==> src/rtl/mpa_pkg.sv <==
package mpa_pkg;

   typedef struct packed {
      logic g;
      logic p;
   } gp_t;

   // Merge a higher-order pair with the adjacent lower-order pair.
   function automatic gp_t gp_merge(input gp_t hi, input gp_t lo);
      gp_t r;
      r.g = hi.g | (hi.p & lo.g);
      r.p = hi.p & lo.p;
      return r;
   endfunction

   function automatic int flog2(input int v);
      int r;
      r = 0;
      for (int k = 0; k < 30; k++)
         if ((1 << (k + 1)) <= v) r = k + 1;
      return r;
   endfunction

   function automatic bit is_pow2(input int v);
      return (v > 0) && ((v & (v - 1)) == 0);
   endfunction

   // Widest down-sweep span whose first node (position 3*span) fits.
   function automatic int down_start(input int m);
      int s;
      s = 1;
      for (int k = 0; k < 30; k++)
         if (3 * s * 2 <= m) s = s * 2;
      return s;
   endfunction

endpackage

==> src/rtl/mpa_prefix_level.sv <==
module mpa_prefix_level
   import mpa_pkg::*;
#(
   parameter int M    = 33,
   parameter int SPAN = 2,
   parameter bit DOWN = 1'b0
) (
   input  gp_t [M-1:0] lvl_in,
   output gp_t [M-1:0] lvl_out
);

   for (genvar k = 0; k < M; k++) begin : g_pos
      localparam int  POS  = k + 1;
      localparam bit  NODE = DOWN ? ((POS >= 2 * SPAN) && (POS % (2 * SPAN) == SPAN))
                                  : (POS % SPAN == 0);
      localparam int  LOW  = DOWN ? (k - SPAN) : (k - SPAN / 2);
      if (NODE) begin : g_node
         assign lvl_out[k] = gp_merge(lvl_in[k], lvl_in[LOW]);
      end else begin : g_pass
         assign lvl_out[k] = lvl_in[k];
      end
   end

endmodule

==> src/rtl/mpa_prefix_net.sv <==
module mpa_prefix_net
   import mpa_pkg::*;
#(
   parameter int M = 33
) (
   input  gp_t  [M-1:0] leaf,
   output logic [M-1:0] grp_g,
   output logic [M-1:0] grp_p
);

   localparam int UPL = flog2(M);
   localparam int DST = down_start(M);
   localparam int DNL = flog2(DST) + 1;
   localparam int TOT = UPL + DNL;

   gp_t [M-1:0] stg [0:TOT];

   assign stg[0] = leaf;

   for (genvar lv = 0; lv < UPL; lv++) begin : g_up
      mpa_prefix_level #(.M(M), .SPAN(2 << lv), .DOWN(1'b0)) u_lvl (
         .lvl_in (stg[lv]),
         .lvl_out(stg[lv+1])
      );
   end

   for (genvar lv = 0; lv < DNL; lv++) begin : g_dn
      mpa_prefix_level #(.M(M), .SPAN(DST >> lv), .DOWN(1'b1)) u_lvl (
         .lvl_in (stg[UPL+lv]),
         .lvl_out(stg[UPL+lv+1])
      );
   end

   for (genvar k = 0; k < M; k++) begin : g_out
      assign grp_g[k] = stg[TOT][k].g;
      assign grp_p[k] = stg[TOT][k].p;
   end

endmodule

==> src/rtl/mpa_gp_gen.sv <==
module mpa_gp_gen
   import mpa_pkg::*;
#(
   parameter int N = 32
) (
   input  logic [N-1:0] op_a,
   input  logic [N-1:0] op_b,
   input  logic         cin,
   output gp_t  [N:0]   leaf
);

   // Lowest position carries cin on both inputs: g = cin & cin, p = cin ^ cin.
   assign leaf[0].g = cin & cin;
   assign leaf[0].p = cin ^ cin;

   for (genvar j = 0; j < N; j++) begin : g_bit
      assign leaf[j+1].g = op_a[j] & op_b[j];
      assign leaf[j+1].p = op_a[j] ^ op_b[j];
   end

endmodule

==> src/rtl/mpa_adder.sv <==
module mpa_adder
   import mpa_pkg::*;
#(
   parameter int N = 32
) (
   input  logic         clk,
   input  logic         rst,
   input  logic         in_valid,
   input  logic         use_carry,
   input  logic [N-1:0] op_a,
   input  logic [N-1:0] op_b,
   output logic [N-1:0] sum_q,
   output logic         cout_q,
   output logic         carry_flag_q
);

   localparam int M = N + 1;

   if (!is_pow2(N) || (N < 4)) begin : g_bad_width
      $error("mpa_adder: N must be a power of two and at least 4");
   end

   logic         cin;
   gp_t  [N:0]   leaf;
   logic [M-1:0] grp_g;
   logic [M-1:0] grp_p;
   logic [N-1:0] sum_c;
   logic         cout_c;

   assign cin = use_carry & carry_flag_q;

   mpa_gp_gen #(.N(N)) u_gp (
      .op_a(op_a),
      .op_b(op_b),
      .cin (cin),
      .leaf(leaf)
   );

   mpa_prefix_net #(.M(M)) u_net (
      .leaf (leaf),
      .grp_g(grp_g),
      .grp_p(grp_p)
   );

   // Carry into operand bit j is the group generate ending at position j.
   for (genvar j = 0; j < N; j++) begin : g_sum
      assign sum_c[j] = leaf[j+1].p ^ grp_g[j];
   end
   assign cout_c = grp_g[N];

   always_ff @(posedge clk) begin
      if (rst) begin
         sum_q        <= '0;
         cout_q       <= 1'b0;
         carry_flag_q <= 1'b0;
      end else if (in_valid) begin
         sum_q        <= sum_c;
         cout_q       <= cout_c;
         carry_flag_q <= cout_c;
      end
   end

   // reset clears all state, even with a strobe present
   a_r1_reset_clears: assert property (@(posedge clk)
      rst |=> (sum_q == '0) && !cout_q && !carry_flag_q);

   // registered result is the arithmetic sum including the fed-back carry
   a_r2_sum_exact: assert property (@(posedge clk) disable iff (rst)
      in_valid |=> {cout_q, sum_q} == ({1'b0, $past(op_a)} + {1'b0, $past(op_b)}
                                       + {{N{1'b0}}, $past(use_carry & carry_flag_q)}));

   // without the select, the flag never enters the sum
   a_r3_no_carry_in: assert property (@(posedge clk) disable iff (rst)
      in_valid && !use_carry |=> {cout_q, sum_q} == ({1'b0, $past(op_a)} + {1'b0, $past(op_b)}));

   // idle cycles leave every output and the flag untouched
   a_r5_hold_idle: assert property (@(posedge clk) disable iff (rst)
      !in_valid |=> $stable(sum_q) && $stable(cout_q) && $stable(carry_flag_q));

   // full-length propagate wraps to zero with a carry-out
   a_r6_full_ripple: assert property (@(posedge clk) disable iff (rst)
      in_valid && !use_carry && (&op_a) && (op_b == N'(1)) |=> (sum_q == '0) && cout_q);

   // the carry position kills propagate for every prefix
   a_r9_prefix_kill: assert property (@(posedge clk) disable iff (rst)
      grp_p == '0);

endmodule

==> config.mk <==
export PLATFORM = sky130hd
export DESIGN_NAME = mpa_adder
export DESIGN_NICKNAME = d
export VERILOG_FILES = /design/src/rtl/mpa_pkg.sv /design/src/rtl/mpa_prefix_level.sv /design/src/rtl/mpa_prefix_net.sv /design/src/rtl/mpa_gp_gen.sv /design/src/rtl/mpa_adder.sv
export SDC_FILE = /design/constraint.sdc
export NUM_CORES = 1
export LEC_CHECK = 0
export ABC_AREA = 1
export BUFFER_PORTS_ARGS = -buffer_cell sky130_fd_sc_hd__buf_4
export CORE_MARGIN = 2
export CORE_UTILIZATION = 49
export CTS_CLUSTER_DIAMETER = 150
export DETAILED_ROUTE_END_ITERATION = 7
export PLACE_DENSITY = 0.85
export SYNTH_ARGS = -nofsm -noshare
export SYNTH_HDL_FRONTEND = slang
export SYNTH_SLANG_ARGS = --single-unit
==> constraint.sdc <==
create_clock -name clk -period 3.15 [get_ports clk]
set_input_delay 0.945 -clock clk [delete_from_list [all_inputs] [get_ports clk]]
set_output_delay 0.945 -clock clk [all_outputs]
set_load 0.01 [all_outputs]
* Word-level counts from Yosys, hierarchy flattened
Cells that the tools add are included.
** Word-level totals
- Register bits :: 33
- Output and inout bits :: 34
- Word-level logic and storage cells :: 241
- Input port bits :: 68
** Operators by class
- Bitwise operators :: 239
** Operators by type and width (number)
- 1-bit bitwise AND :: 117
- 1-bit XOR :: 64
- 1-bit bitwise OR :: 58

* Logic depth before layout (Yosys ltp)
- Depth after elaboration :: 18
- Gate-level depth with buffers :: 19
- Mapped depth without buffers :: 19

* Hierarchy
Synthesis repeated with hierarchy kept, for this count alone.
** Unflattened totals
- Cell total of the unflattened synthesis :: 1142
- Area, all modules :: 6980.4 µm²
** By module, submodules not included
- mpa_adder :: cells each 339, area an instance 1884.3 µm², seq. area each 660.6 µm², times used 1
- mpa_prefix_level at u_net.g_dn[3].u_lvl ... :: cells each 114, area an instance 555.5 µm², seq. area each 0.0 µm², times used 2
- mpa_prefix_level at u_net.g_dn[0].u_lvl ... :: cells each 69, area an instance 499.2 µm², seq. area each 0.0 µm², times used 2
- mpa_prefix_level at u_net.g_up[1].u_lvl :: cells each 90, area an instance 525.5 µm², seq. area each 0.0 µm², times used 1
- mpa_prefix_level at u_net.g_dn[2].u_lvl :: cells each 87, area an instance 521.8 µm², seq. area each 0.0 µm², times used 1
- mpa_prefix_level at u_net.g_up[2].u_lvl :: cells each 78, area an instance 510.5 µm², seq. area each 0.0 µm², times used 1
- mpa_prefix_level at u_net.g_dn[1].u_lvl :: cells each 75, area an instance 506.7 µm², seq. area each 0.0 µm², times used 1
- mpa_prefix_level at u_net.g_up[3].u_lvl :: cells each 72, area an instance 503.0 µm², seq. area each 0.0 µm², times used 1
- mpa_gp_gen :: cells each 35, area an instance 419.2 µm², seq. area each 0.0 µm², times used 1

* Worst setup path after synthesis
No wires, ideal clock.
- Kind :: in2reg
- From :: in use_carry
- To :: reg sum_q[30]
- Stages on the path :: 19
- Path buffers :: 0
- Arrival time :: 2868 ps
- Slack :: 166 ps
- Setup time :: 115 ps
- Required time :: 3035 ps
- Path through :: nand2_1 inv_1 fa_1 nand3_1 nand3_1 nand2_1 nand2_1 nand2_1 nand2_2 nand2_2 nand2_2 nand2_2 nand2_2 nand2_1 nand2_1 fa_1 xor2_1 o21ai_0 inv_1
** On the way
- Word-level cells in the longest chain between the ends :: 18
** RTL lines
- from (decl) :: line mpa_adder.sv:9 : input logic use_carry,
- 1-bit bitwise AND :: line mpa_adder.sv:30 : assign cin = use_carry & carry_flag_q;
- 1-bit bitwise AND :: line mpa_pkg.sv:11 : r.g = hi.g | (hi.p & lo.g);
- 1-bit bitwise OR :: line mpa_pkg.sv:11
- 1-bit bitwise AND :: line mpa_pkg.sv:11
- 1-bit bitwise OR :: line mpa_pkg.sv:11
- 1-bit bitwise AND :: line mpa_pkg.sv:11
- 1-bit bitwise OR :: line mpa_pkg.sv:11
- 1-bit bitwise AND :: line mpa_pkg.sv:11
- [... 2 more ...]
- 1-bit bitwise OR :: line mpa_pkg.sv:11
- 1-bit bitwise AND :: line mpa_pkg.sv:11
- 1-bit bitwise OR :: line mpa_pkg.sv:11
- 1-bit bitwise AND :: line mpa_pkg.sv:11
- 1-bit bitwise OR :: line mpa_pkg.sv:11
- 1-bit bitwise AND :: line mpa_pkg.sv:11
- 1-bit bitwise OR :: line mpa_pkg.sv:11
- 1-bit XOR :: line mpa_adder.sv:47 : assign sum_c[j] = leaf[j+1].p ^ grp_g[j];
- to (signal assigned) :: line mpa_adder.sv:57 : sum_q <= sum_c;
- to (decl) :: line mpa_adder.sv:12 : output logic [N-1:0] sum_q,
Every way passes these cells.
A chain may end at the register's enable or synchronous reset.

* Worst setup path in the final report
- From :: in use_carry
- To :: reg sum_q[18]
** On the way
- Word-level cells in the longest chain between the ends :: 14
** RTL lines (line)
- 1-bit bitwise AND :: mpa_adder.sv:30
- 1-bit bitwise AND :: mpa_pkg.sv:11
- 1-bit bitwise OR :: mpa_pkg.sv:11
- 1-bit bitwise AND :: mpa_pkg.sv:11
- 1-bit bitwise OR :: mpa_pkg.sv:11
- 1-bit bitwise AND :: mpa_pkg.sv:11
- 1-bit bitwise OR :: mpa_pkg.sv:11
- 1-bit bitwise AND :: mpa_pkg.sv:11
- 1-bit bitwise OR :: mpa_pkg.sv:11
- 1-bit bitwise AND :: mpa_pkg.sv:11
- 1-bit bitwise OR :: mpa_pkg.sv:11
- 1-bit bitwise AND :: mpa_pkg.sv:11
- 1-bit bitwise OR :: mpa_pkg.sv:11
- 1-bit XOR :: mpa_adder.sv:47
Every way passes these cells.

==> flow_summary.yaml <==
run_status:
  status: "complete, no violations"
place:
  dp_cells: 492
  hpwlAfterDp_mm: 4.85
  gp_congestion: 0.801
  portBuffers: 101
die:
  die_area_um2: 5770
  die_w_um: 76.0
  ios: 102
  core_um2: 5040
  fp.dieH_um: 76.0
  start_util_pct: 50.3
  core.rowCount: 26
synthesis:
  syn_area_um2: 2540
  synth_warnings: 0
  yosys.area.top_type: "dfxtp_1"
  avgSynthCellArea_um2: 7.79
  synth_fp_nets: 441
  syn_inst: 326
  yosysUniqueCellTypes: 23
  synth.top_cell.area_share_pct: 26.0
  synth_area_leaders: "dfxtp_1, ha_1, fa_1, inv_1, nand2_1"
  synth-seq-cells: 33
  yosysSeqAreaShare_pct: 26.0
worst_hold_path:
  hp-class: "flip-flop to flip-flop"
  worstHoldStart: "sum_q[17]"
cells_and_area:
  n_antenna_cell: 0
  syn_to_final_growth_pct: 37.6
  register_area_um2: 661
  drive_gt1_share_pct: 29.5
  nNetsFinal: 544
  stdcell_count: 500
  final_cell_mix: "buf_4, inv_1, nand2_1"
  mostFrequentLayoutCell: "buf_4"
  multi_input_area_um2: 1640
  post-route-util_pct: 69.3
  fillers: 428
critical_path:
  slowest_stage: "fa_1"
  cp-start-kind: "input port"
  crit_arrival_ns: 3.07
  path_cells: "buf_4, nand2_1, inv_1, fa_2, nand3_1, nand3_1, nand2_1, nand2_1, nand2_1, nand2_2, buf_4, a31o_2, fa_1, xor2_1, o21ai_0, inv_1"
  crit_family: "adder cells"
  startpoint: "use_carry"
  crit_fanout: 4
  cp.required_ns: 3.32
  r2r_start: "carry_flag_q"
  critical_path_class: "input port to flip-flop"
  endpoint_kind: "flip-flop"
  path_buf_inv: 4
  cpPeakStageDelay_ns: 0.37
  crit_top_cell: "nand2_1"
sta:
  worstMarginPinSlew_ns: 0.777
  period_needed_ns: 2.90
  setup_viol: 0
  fin_crit_sh_pct: 92.0
  rsz0062_at_grt: "false"
  hold_viol: 0
  setup_tns_ns: 0
  max_freq_mhz: 345
  maxSlewViolCount: 0
  relSlewSlack_pct: 48.2
  skew_ns: 0.00213
global_route:
  overflow: 0
  grt_first_pass_wirelength_mm: 10.6
  grtUsageTotal_pct: 22.1
  antenna_found_initial: 0
  grt_pass1_vias: 2510
  grt_max_degree: 43
clock_tree:
  clock_path_buffers: 2
  post_cts.repair.setup_buffers: 0
  htreeDepth: 2
  numCtsBuffers: 5
  clkLatencyLatePin_ns: 0.28
  ctsHoldBuffers: 0
  clkTransAtPathRegs_ns: 0.07
  root_buffer: "clkbuf_8"
  cts_sinks: 33
  cts_tree: "built"
pwr:
  power_leakage_nw: 1.91
  peakVddDrop_uv: 241
  powerDensity_nw_per_um2: 378
  power.total_mw: 1.32
routing:
  drt_iter0_drc: 60
  ant_nets: 0
  dr.pass1.iters: 6
  drcViolationCount: 0
  wirelength_mm: 6.16
  wire_per_inst_um: 12.3
  vias: 2458
  via_per_inst: 4.92
flow_run:
  maxCapViolations: 0
## cells in the mapped netlist
master / count
a211oi_1: 8
a21o_1: 4
a21oi_1: 20
a31o_2: 3
a31oi_1: 1
buf_4: 1
clkbuf_1: 11
dfxtp_1: 33
fa_1: 17
ha_1: 30
inv_1: 52
nand2_1: 49
nand2_2: 6
nand3_1: 8
nand4_1: 3
nor2_1: 44
nor2_2: 1
nor3_1: 1
o211a_1: 1
o21ai_0: 15
o21bai_1: 3
xnor2_1: 6
xor2_1: 9
## final timing paths
kind / cells after the start / end / slack [ns]
setup / recovery: 16 / sum_q[18] / 0.25
hold / removal: 2 / sum_q[17] / 0.46
setup reg to reg: 15 / sum_q[18] / 0.68
hold reg to reg: 2 / sum_q[17] / 0.46
## stage by stage
step	worst slack, ns	hold slack [ns]	area, um2
after global placement	-0.0658	0.450	3390
final	0.250	0.464	3490
after global routing	0.0562	0.492	3490
after floorplan	0.166	0.486	2540
after CTS	0.170	0.467	3490
after detailed placement	-0.124	0.458	3390
## layout make-up
class	count	share of cell area, %
inverter	52	5.59
clock inverter	1	0.143
timing repair buffer	108	23.2
sequential	33	18.9
multi-input combinational	229	46.9
tap	70	2.51
clock buffer	7	2.76
## registers in the layout (all words and copies together) (netlist names)
| register | flops |
|---|---|
| sum_q | 32 |
| carry_flag_q | 1 |
## power breakdown
group          switching, mW  internal (mW)
registers             0.0243          0.461
logic                  0.236          0.245
clock network          0.155          0.198
total                  0.416          0.903
## repair_timing
action	in CTS	in global routing
endpoints found under the setup margin	0	2
gates resized for setup	0	3
endpoints found under the hold margin	0	0
## worst reg2reg max path: cells and delay by family (launching register included)
family | cells | cell delay, ns
adders and majority gates | 2 | 0.70
DFF | 1 | 0.33
AOI/OAI and AO/OA | 2 | 0.34
and+or+nand+nor | 7 | 0.56
buffers and inverters | 3 | 0.25
xor gates and xnor gates | 1 | 0.17
## routing by layer
| metal | track usage [%] | up-vias | routed length (um) |
|---|---|---|---|
| met5 | 0 | - | 0 |
| met4 | 6.36 | 0 | 55 |
| met3 | 6.04 | 6 | 354 |
| met2 | 42.9 | 71 | 3330 |
| met1 | 23.2 | 1145 | 2420 |
| li1 | - | 1236 | - |
## cell families after synthesis
| logic type | count (synthesis) | synth area share (%) |
|---|---|---|
| and+or+nand+nor | 112 | 18.0 |
| AOI/OAI and AO/OA | 55 | 13.0 |
| buffers and inverters | 64 | 9.61 |
| DFF | 33 | 26.0 |
| xor gates and xnor gates | 15 | 5.18 |
| adders and majority gates | 47 | 28.2 |
(Power assumes the default switching activity.)
